`src/rtl/tam_pkg.sv`:
```
package tam_pkg;

    typedef enum logic [2:0] {
        CAUSE_NONE      = 3'd0,
        CAUSE_EXCESS    = 3'd1,
        CAUSE_LATE      = 3'd2,
        CAUSE_DEFER     = 3'd3,
        CAUSE_OVERSIZE  = 3'd4,
        CAUSE_UNDERRUN  = 3'd5
    } abort_cause_e;

    typedef enum logic [1:0] {
        ST_IDLE  = 2'd0,
        ST_DEFER = 2'd1,
        ST_XMIT  = 2'd2,
        ST_ABORT = 2'd3
    } tam_state_e;

endpackage

```
`src/rtl/tam_counters.sv`:
```
module tam_counters #(
    parameter int LEN_W    = 16,
    parameter int COLL_MAX = 15,
    parameter int COLL_W   = 5
) (
    input  logic              clk,
    input  logic              rst_n,
    input  logic              clr_all,
    input  logic              clr_bytes,
    input  logic              inc_byte,
    input  logic              inc_coll,
    output logic [LEN_W-1:0]  byte_cnt,
    output logic [COLL_W-1:0] coll_cnt
);

    localparam logic [LEN_W-1:0] BYTE_SAT = '1;

    always_ff @(posedge clk or negedge rst_n) begin
        if (!rst_n) begin
            byte_cnt <= '0;
        end else if (clr_all || clr_bytes) begin
            byte_cnt <= '0;
        end else if (inc_byte && byte_cnt != BYTE_SAT) begin
            byte_cnt <= byte_cnt + 1'b1;
        end
    end

    always_ff @(posedge clk or negedge rst_n) begin
        if (!rst_n) begin
            coll_cnt <= '0;
        end else if (clr_all) begin
            coll_cnt <= '0;
        end else if (inc_coll) begin
            coll_cnt <= coll_cnt + 1'b1;
        end
    end

    // the controller stops counting once the limit collision aborts
    a_r2_coll_bound: assert property (@(posedge clk) disable iff (!rst_n)
        int'(coll_cnt) <= COLL_MAX + 1);

endmodule

```
`src/rtl/tam_defer_timer.sv`:
```
module tam_defer_timer #(
    parameter int LIMIT = 24288
) (
    input  logic clk,
    input  logic rst_n,
    input  logic clr,
    input  logic run,
    output logic expired
);

    localparam int W = $clog2(LIMIT + 1);
    localparam logic [W-1:0] LIM = W'(LIMIT);

    logic [W-1:0] cnt;

    always_ff @(posedge clk or negedge rst_n) begin
        if (!rst_n) begin
            cnt <= '0;
        end else if (clr) begin
            cnt <= '0;
        end else if (run && cnt != LIM) begin
            cnt <= cnt + 1'b1;
        end
    end

    assign expired = (cnt == LIM);

    // the timer saturates and never runs past the limit
    a_r4_timer_sat: assert property (@(posedge clk) disable iff (!rst_n)
        expired && !clr |=> expired);

endmodule

```
`src/rtl/tam_fsm.sv`:
```
module tam_fsm
    import tam_pkg::*;
(
    input  logic         clk,
    input  logic         rst_n,
    input  logic         start,
    input  logic         oversize,
    input  logic         full_duplex,
    input  logic         infinite_defer,
    input  logic         carrier,
    input  logic         defer_expired,
    input  logic         collision,
    input  logic         late_window,
    input  logic         coll_limit,
    input  logic         underrun,
    input  logic         tx_done,
    output logic         take_start,
    output logic         accept,
    output logic         abort_go,
    output logic         done_go,
    output logic         retry_go,
    output logic         count_coll,
    output logic         in_defer,
    output logic         in_xmit,
    output logic         sv_wr,
    output abort_cause_e cause_d,
    output abort_cause_e cause_q
);

    tam_state_e state, state_nx;

    // state register
    always_ff @(posedge clk or negedge rst_n) begin
        if (!rst_n) begin
            state   <= ST_IDLE;
            cause_q <= CAUSE_NONE;
        end else begin
            state <= state_nx;
            if (abort_go) cause_q <= cause_d;
        end
    end

    // next state and abort cause
    always_comb begin
        state_nx = state;
        cause_d  = CAUSE_NONE;
        unique case (state)
            ST_IDLE: begin
                if (start) begin
                    if (oversize) begin
                        state_nx = ST_ABORT;
                        cause_d  = CAUSE_OVERSIZE;
                    end else begin
                        state_nx = ST_DEFER;
                    end
                end
            end
            ST_DEFER: begin
                if (full_duplex || !carrier) begin
                    state_nx = ST_XMIT;
                end else if (defer_expired && !infinite_defer) begin
                    state_nx = ST_ABORT;
                    cause_d  = CAUSE_DEFER;
                end
            end
            ST_XMIT: begin
                if (underrun) begin
                    state_nx = ST_ABORT;
                    cause_d  = CAUSE_UNDERRUN;
                end else if (collision && !full_duplex) begin
                    if (late_window) begin
                        state_nx = ST_ABORT;
                        cause_d  = CAUSE_LATE;
                    end else if (coll_limit) begin
                        state_nx = ST_ABORT;
                        cause_d  = CAUSE_EXCESS;
                    end else begin
                        state_nx = ST_DEFER;
                    end
                end else if (tx_done) begin
                    state_nx = ST_IDLE;
                end
            end
            ST_ABORT: begin
                state_nx = ST_IDLE;
            end
            default: state_nx = ST_IDLE;
        endcase
    end

    // decoded outputs
    always_comb begin
        in_defer   = (state == ST_DEFER);
        in_xmit    = (state == ST_XMIT);
        sv_wr      = (state == ST_ABORT);
        take_start = (state == ST_IDLE) && start;
        accept     = take_start && !oversize;
        abort_go   = (state != ST_ABORT) && (state_nx == ST_ABORT);
        done_go    = in_xmit && (state_nx == ST_IDLE);
        retry_go   = in_xmit && (state_nx == ST_DEFER);
        count_coll = in_xmit && collision && !full_duplex && !underrun;
    end

    // an abort is reported once and the controller returns to idle
    a_r10_abort_to_idle: assert property (@(posedge clk) disable iff (!rst_n)
        state == ST_ABORT |=> state == ST_IDLE);

    // the status-vector strobe lasts a single cycle
    a_r7_wr_one_cycle: assert property (@(posedge clk) disable iff (!rst_n)
        sv_wr |=> !sv_wr);

endmodule

```
`src/rtl/tx_abort_monitor.sv`:
```
module tx_abort_monitor
    import tam_pkg::*;
#(
    parameter int ADDR_W      = 13,
    parameter int LEN_W       = 16,
    parameter int COLL_MAX    = 15,
    parameter int LATE_BYTES  = 64,
    parameter int DEFER_LIMIT = 24288,
    parameter int COLL_W      = $clog2(COLL_MAX + 2)
) (
    input  logic              clk,
    input  logic              rst_n,
    input  logic              tx_start,
    input  logic [LEN_W-1:0]  frame_len,
    input  logic [ADDR_W-1:0] frame_end_ptr,
    input  logic [LEN_W-1:0]  max_frame_len,
    input  logic              cfg_full_duplex,
    input  logic              cfg_huge_en,
    input  logic              cfg_infinite_defer,
    input  logic              pkt_override,
    input  logic              pkt_huge_en,
    input  logic              bit_tick,
    input  logic              carrier_sense,
    input  logic              collision,
    input  logic              byte_sent,
    input  logic              underrun,
    input  logic              tx_done,
    input  logic              clear_abort,
    input  logic              clear_buf_err,
    output logic              tx_req,
    output logic              abort_flag,
    output logic              buf_err_flag,
    output logic              sv_wr_en,
    output logic [ADDR_W-1:0] sv_addr,
    output logic [2:0]        sv_cause,
    output logic [COLL_W-1:0] sv_coll_cnt,
    output logic [LEN_W-1:0]  sv_byte_cnt
);

    localparam logic [LEN_W-1:0]  LATE_LIM = LEN_W'(LATE_BYTES);
    localparam logic [COLL_W-1:0] COLL_LIM = COLL_W'(COLL_MAX);

    logic         oversize, huge_ok;
    logic         take_start, accept, abort_go, done_go, retry_go, count_coll;
    logic         in_defer, in_xmit, sv_wr, defer_expired;
    logic [LEN_W-1:0]  byte_cnt;
    logic [COLL_W-1:0] coll_cnt;
    logic [ADDR_W-1:0] addr_q;
    abort_cause_e cause_d, cause_q;

    assign huge_ok  = cfg_huge_en || (pkt_override && pkt_huge_en);
    assign oversize = (frame_len > max_frame_len) && !huge_ok;

    tam_fsm u_fsm (
        .clk            (clk),
        .rst_n          (rst_n),
        .start          (tx_start),
        .oversize       (oversize),
        .full_duplex    (cfg_full_duplex),
        .infinite_defer (cfg_infinite_defer),
        .carrier        (carrier_sense),
        .defer_expired  (defer_expired),
        .collision      (collision),
        .late_window    (byte_cnt >= LATE_LIM),
        .coll_limit     (coll_cnt >= COLL_LIM),
        .underrun       (underrun),
        .tx_done        (tx_done),
        .take_start     (take_start),
        .accept         (accept),
        .abort_go       (abort_go),
        .done_go        (done_go),
        .retry_go       (retry_go),
        .count_coll     (count_coll),
        .in_defer       (in_defer),
        .in_xmit        (in_xmit),
        .sv_wr          (sv_wr),
        .cause_d        (cause_d),
        .cause_q        (cause_q)
    );

    tam_counters #(
        .LEN_W    (LEN_W),
        .COLL_MAX (COLL_MAX),
        .COLL_W   (COLL_W)
    ) u_cnt (
        .clk       (clk),
        .rst_n     (rst_n),
        .clr_all   (take_start),
        .clr_bytes (retry_go),
        .inc_byte  (in_xmit && byte_sent),
        .inc_coll  (count_coll),
        .byte_cnt  (byte_cnt),
        .coll_cnt  (coll_cnt)
    );

    tam_defer_timer #(
        .LIMIT (DEFER_LIMIT)
    ) u_defer (
        .clk     (clk),
        .rst_n   (rst_n),
        .clr     (!in_defer),
        .run     (in_defer && carrier_sense && bit_tick && !cfg_full_duplex),
        .expired (defer_expired)
    );

    // request bit, sticky flags and vector address
    always_ff @(posedge clk or negedge rst_n) begin
        if (!rst_n) begin
            tx_req       <= 1'b0;
            abort_flag   <= 1'b0;
            buf_err_flag <= 1'b0;
            addr_q       <= '0;
        end else begin
            if (abort_go || done_go) tx_req <= 1'b0;
            else if (accept)         tx_req <= 1'b1;

            if (abort_go)         abort_flag <= 1'b1;
            else if (clear_abort) abort_flag <= 1'b0;

            if (abort_go && cause_d == CAUSE_UNDERRUN) buf_err_flag <= 1'b1;
            else if (clear_buf_err)                   buf_err_flag <= 1'b0;

            if (take_start) addr_q <= frame_end_ptr + 1'b1;
        end
    end

    assign sv_wr_en    = sv_wr;
    assign sv_addr     = addr_q;
    assign sv_cause    = cause_q;
    assign sv_coll_cnt = coll_cnt;
    assign sv_byte_cnt = byte_cnt;

    // request already dropped and flag raised when the vector is written
    a_r7_req_low: assert property (@(posedge clk) disable iff (!rst_n)
        sv_wr_en |-> !tx_req && abort_flag);

    // full duplex only reports oversize or underrun
    a_r8_fd_causes: assert property (@(posedge clk) disable iff (!rst_n)
        sv_wr_en && cfg_full_duplex |-> sv_cause == 3'd4 || sv_cause == 3'd5);

    // an underrun report comes with the buffer-error flag
    a_r6_buf_err: assert property (@(posedge clk) disable iff (!rst_n)
        sv_wr_en && sv_cause == 3'd5 |-> buf_err_flag);

    // the abort flag holds until cleared
    a_r9_abort_sticky: assert property (@(posedge clk) disable iff (!rst_n)
        abort_flag && !clear_abort |=> abort_flag);

    // no request is raised without a start
    a_r10_no_retry: assert property (@(posedge clk) disable iff (!rst_n)
        $rose(tx_req) |-> $past(tx_start));

endmodule

```
`config.mk`:
```
export PLATFORM = sky130hd
export DESIGN_NAME = tx_abort_monitor
export DESIGN_NICKNAME = d
export VERILOG_FILES = /design/src/rtl/tam_pkg.sv /design/src/rtl/tam_counters.sv /design/src/rtl/tam_defer_timer.sv /design/src/rtl/tam_fsm.sv /design/src/rtl/tx_abort_monitor.sv
export SDC_FILE = /design/constraint.sdc
export NUM_CORES = 1
export LEC_CHECK = 0
export BUFFER_PORTS_ARGS = -buffer_cell sky130_fd_sc_hd__buf_2
export CAP_MARGIN = 20
export CORE_ASPECT_RATIO = 0.9
export CORE_MARGIN = 8
export CORE_UTILIZATION = 34
export DETAILED_ROUTE_END_ITERATION = 16
export GPL_TIMING_DRIVEN = 0
export SLEW_MARGIN = 30
export SYNTH_ARGS = -nofsm -noshare
export SYNTH_HDL_FRONTEND = slang
export SYNTH_SLANG_ARGS = --single-unit
```
`constraint.sdc`:
```
create_clock -name clk -period 2.3 [get_ports clk]
set_input_delay 0.46 -clock clk [delete_from_list [all_inputs] [get_ports clk]]
set_output_delay 0.46 -clock clk [all_outputs]
set_load 0.02 [all_outputs]
```
==> impl_metrics.csv <==
group,metric,value,unit
global_route,grt_max_degree,58,
finish,diodes,0,
synth,ys_async_sr_fraction,100.0,%
die,die_y,112.1,µm
detailed_routing,wirelength,9463,µm
clock_tree,cts_made_buffers,9,
finish,fillCellCount,997,
sta,worstMarginPinSlew,0.7411,ns
outcome,status,"completed",
clock_tree,clockBufferDepth,2,
clock_tree,htreeDepth,3,
global_route,grt_overflow,0,
clock_tree,clk_pin_slew,0.05,ns
critical_path,cp_common_cell,"or4_4",
min_path,holdCritPathClass,"in -> async",
synth,syn_avg_cell_area,8.915,µm²
synth,synth_top_family_by_area,"simple AND/OR/NAND/NOR gates",
critical_path,cp-start-kind,"register",
critical_path,cp.arrival,2.44,ns
placement,place_congestion,0.8217,
synth,synth_xor_area_share,9.296,%
synth,muxShareOfSynthArea,0.5743,%
power_and_ir_drop,power.total,3.724,mW
finish,fin_nets,593,
detailed_routing,num_vias,3233,
sta,rsz0062_at_grt,"true",
synth,syn_inst,391,
finish,seq_area,1429,µm²
sta,max_freq,443.6,MHz
placement,io_buffer_count,101,
die,fp.dieW,122.7,µm
synth,synthesis.area,3486,µm²
synth,synth_nets,475,
detailed_routing,ant_nets,0,
global_route,grt_pass1_wl,15770,µm
power_and_ir_drop,vdd_drop_max,0.0004998,V
critical_path,path_cells,"or4b_1, or4_4, or4_4, nand3_1, o211ai_1",
power_and_ir_drop,p_per_area,830.7,nW/µm²
synth,synthFlopType,"dfrtp_1",
sta,slew_headroom,50.60,%
placement,place_hpwl,7259,µm
synth,synth_adder_area_share,8.256,%
synth,synth_edf_count,0,
finish,area_growth,28.61,%
synth,synth-seq-cells,57,
finish,drive_gt1_share,26.71,%
sta,finalCritPeriodShare,98.02,%
die,rows,35,
synth,synth.distinct_cells,47,
critical_path,worst-path-max-fanout,4,
clock_tree,insertion_delay,0.32,ns
detailed_routing,routed_via_density,5.036,
detailed_routing,drt-initial-drc-count,216,
sta,finalSetupViolCount,0,
synth,seq_area_frac_synth,40.92,%
sta,fin_crit,2.254,ns
die,initial_core_util,34.46,%
sta,hold_viol,0,
sta,final_max_slew_viol_count,0,
finish,multi_input_area,1919,µm²
synth,synth_compound_area_share,10.77,%
detailed_routing,route.detailed.drc,0,
clock_tree,cts_root_buf,"clkbuf_16",
sta,finClkSkew,0.007843,ns
run,cap_violations,0,
die,core-area,10120,µm²
global_route,track_usage,13.93,%
clock_tree,cts_tree,"yes",
die,die_area,13750,µm²
power_and_ir_drop,p_leak,2.111,nW
critical_path,critPathSlowestCell,"or4_4",
synth,synth-simple-area-share,25.84,%
detailed_routing,dr.pass1.iters,4,
synth,ys_warn_count,0,
detailed_routing,wire_per_inst,14.74,µm
clock_tree,cts.sinks,57,
global_route,first_global_vias,3280,
critical_path,end_kind,"register",
die,io_pins,102,
critical_path,slowest_delay,0.55,ns
critical_path,required,2.49,ns
sta,fin_hold_ws,0.2050,ns
critical_path,worstSetupPathType,"reg -> reg",
global_route,antenna_found_initial,0,
## layer usage
| layer | routed length, µm | part of all wire (%) | GRT usage (%) |
|---|---|---|---|
| met4 | 44 | 0.46 | 2.922 |
| met1 | 4276 | 45 | 17.63 |
| met2 | 4555 | 48 | 22.82 |
| met3 | 587 | 6.2 | 4.165 |
| met5 | 0 | 0 | 0 |
## metrics by stage
step           cell area [µm²]  util, %  setup TNS, ns  cells  setup slack (ns)
2_1_floorplan             3486        -              0    391           0.06662
6_report                  4483    44.32              0    642           0.04561
5_1_grt                   4483    44.32        -0.2717    642          -0.03720
3_3_place_gp              4153    41.05         -3.630    621           -0.3496
3_5_place_dp              4155    41.08         -3.808    621           -0.3747
4_1_cts                   4434    43.83              0    637           0.03011
## worst paths after layout
kind	from	end	cells after the start	slack, ns
min reg2reg	sv_addr[11]	sv_addr[11]	2	0.47
max	u_defer.cnt[2]	u_fsm.cause_q[1]	5	0.05
max in group asynchronous	rst_n	u_defer.cnt[3]	1	1.55
max reg2reg	u_defer.cnt[2]	u_fsm.cause_q[1]	5	0.05
min	rst_n	u_cnt.byte_cnt[9]	1	0.20
min in group clk	clear_buf_err	buf_err_flag	2	0.34
## placed cells by master (no fill, tap or decap), types with 3 or more instances in the layout
cell type and n:
dfrtp_1 55, xnor2_1 25, buf_2 101, nand2_1 35
clkbuf_1 7, and4_1 3, buf_4 8, xor2_1 12
nor4_1 8, nand4_1 15, or3_1 4, clkbuf_16 9
ha_1 23, a21oi_1 29, clkinv_2 4, nor3b_1 4
and3_1 6, nor2_1 29, inv_1 29, o211ai_1 3
nand3_1 30, o21ai_0 20, nor3_1 10, nand3b_1 3
nor2b_1 4
## synth_stat cells, types with 3 or more instances
master     n  area share, %
nor2_1    29            3.1
nand4_1   15            2.7
o211ai_1   3           0.65
nand2_1   35            3.8
inv_1     29            3.1
nor3_1    10            1.4
dfrtp_1   57             41
clkbuf_1   9           0.97
xor2_1    12            3.0
and3_1     6            1.1
nor4_1     9            1.6
o21ai_0   20            2.9
nand3b_1   3           0.65
a21oi_1   29            4.2
nor2b_1    4           0.72
xnor2_1   25            6.3
and4_1     3           0.75
nand3_1   30            4.3
or3_1      4           0.72
nor3b_1    4           0.86
ha_1      23            8.3
## timing repair
action | 4_1_cts | 5_1_grt
gates resized for setup | 3 | 10
hold buffers | 0 | 0
pin swaps | 1 | 2
setup buffers | 1 | 5
endpoints found under the setup margin | 12 | 17
## layout make-up
cell class              instances  area share [%]
well taps                     129           3.600
inverters                      30           2.512
clock buffers                  11           5.414
clock inverters                 4          0.4466
repair buffers                107           12.34
flip-flops and latches         57           31.87
multi-input cells             294           42.81
plain buffers                  10           1.005
## cells by family (layout without fill, tap and decap cells)
family,count (synthesis),after routing
simple gates,167,167
compound gates,65,65
flops,57,57
buf+inv,40,162
xor+xnor,37,37
fa+ha+maj,23,23
mux,2,2
## registers in the layout, summed over array words and instances, names as in the netlist
register	count
u_cnt.byte_cnt	16
u_cnt.coll_cnt	5
u_defer.cnt	15
u_fsm.state	2
buf_err_flag	1
tx_req	1
sv_addr	13
u_fsm.cause_q	3
abort_flag	1
## worst max-delay path: cells and delay by family (launching register included)
| kind | cells | cell delay [ns] |
|---|---|---|
| simple gates | 4 | 1.64 |
| flops | 1 | 0.40 |
| compound gates | 1 | 0.08 |
## power by group
group / internal [mW] / total, mW / switching (mW)
clock network: 0.742 / 1.18 / 0.436
logic: 0.427 / 1.22 / 0.791
registers: 1.20 / 1.33 / 0.131
Power figures use the tool's default switching activity.
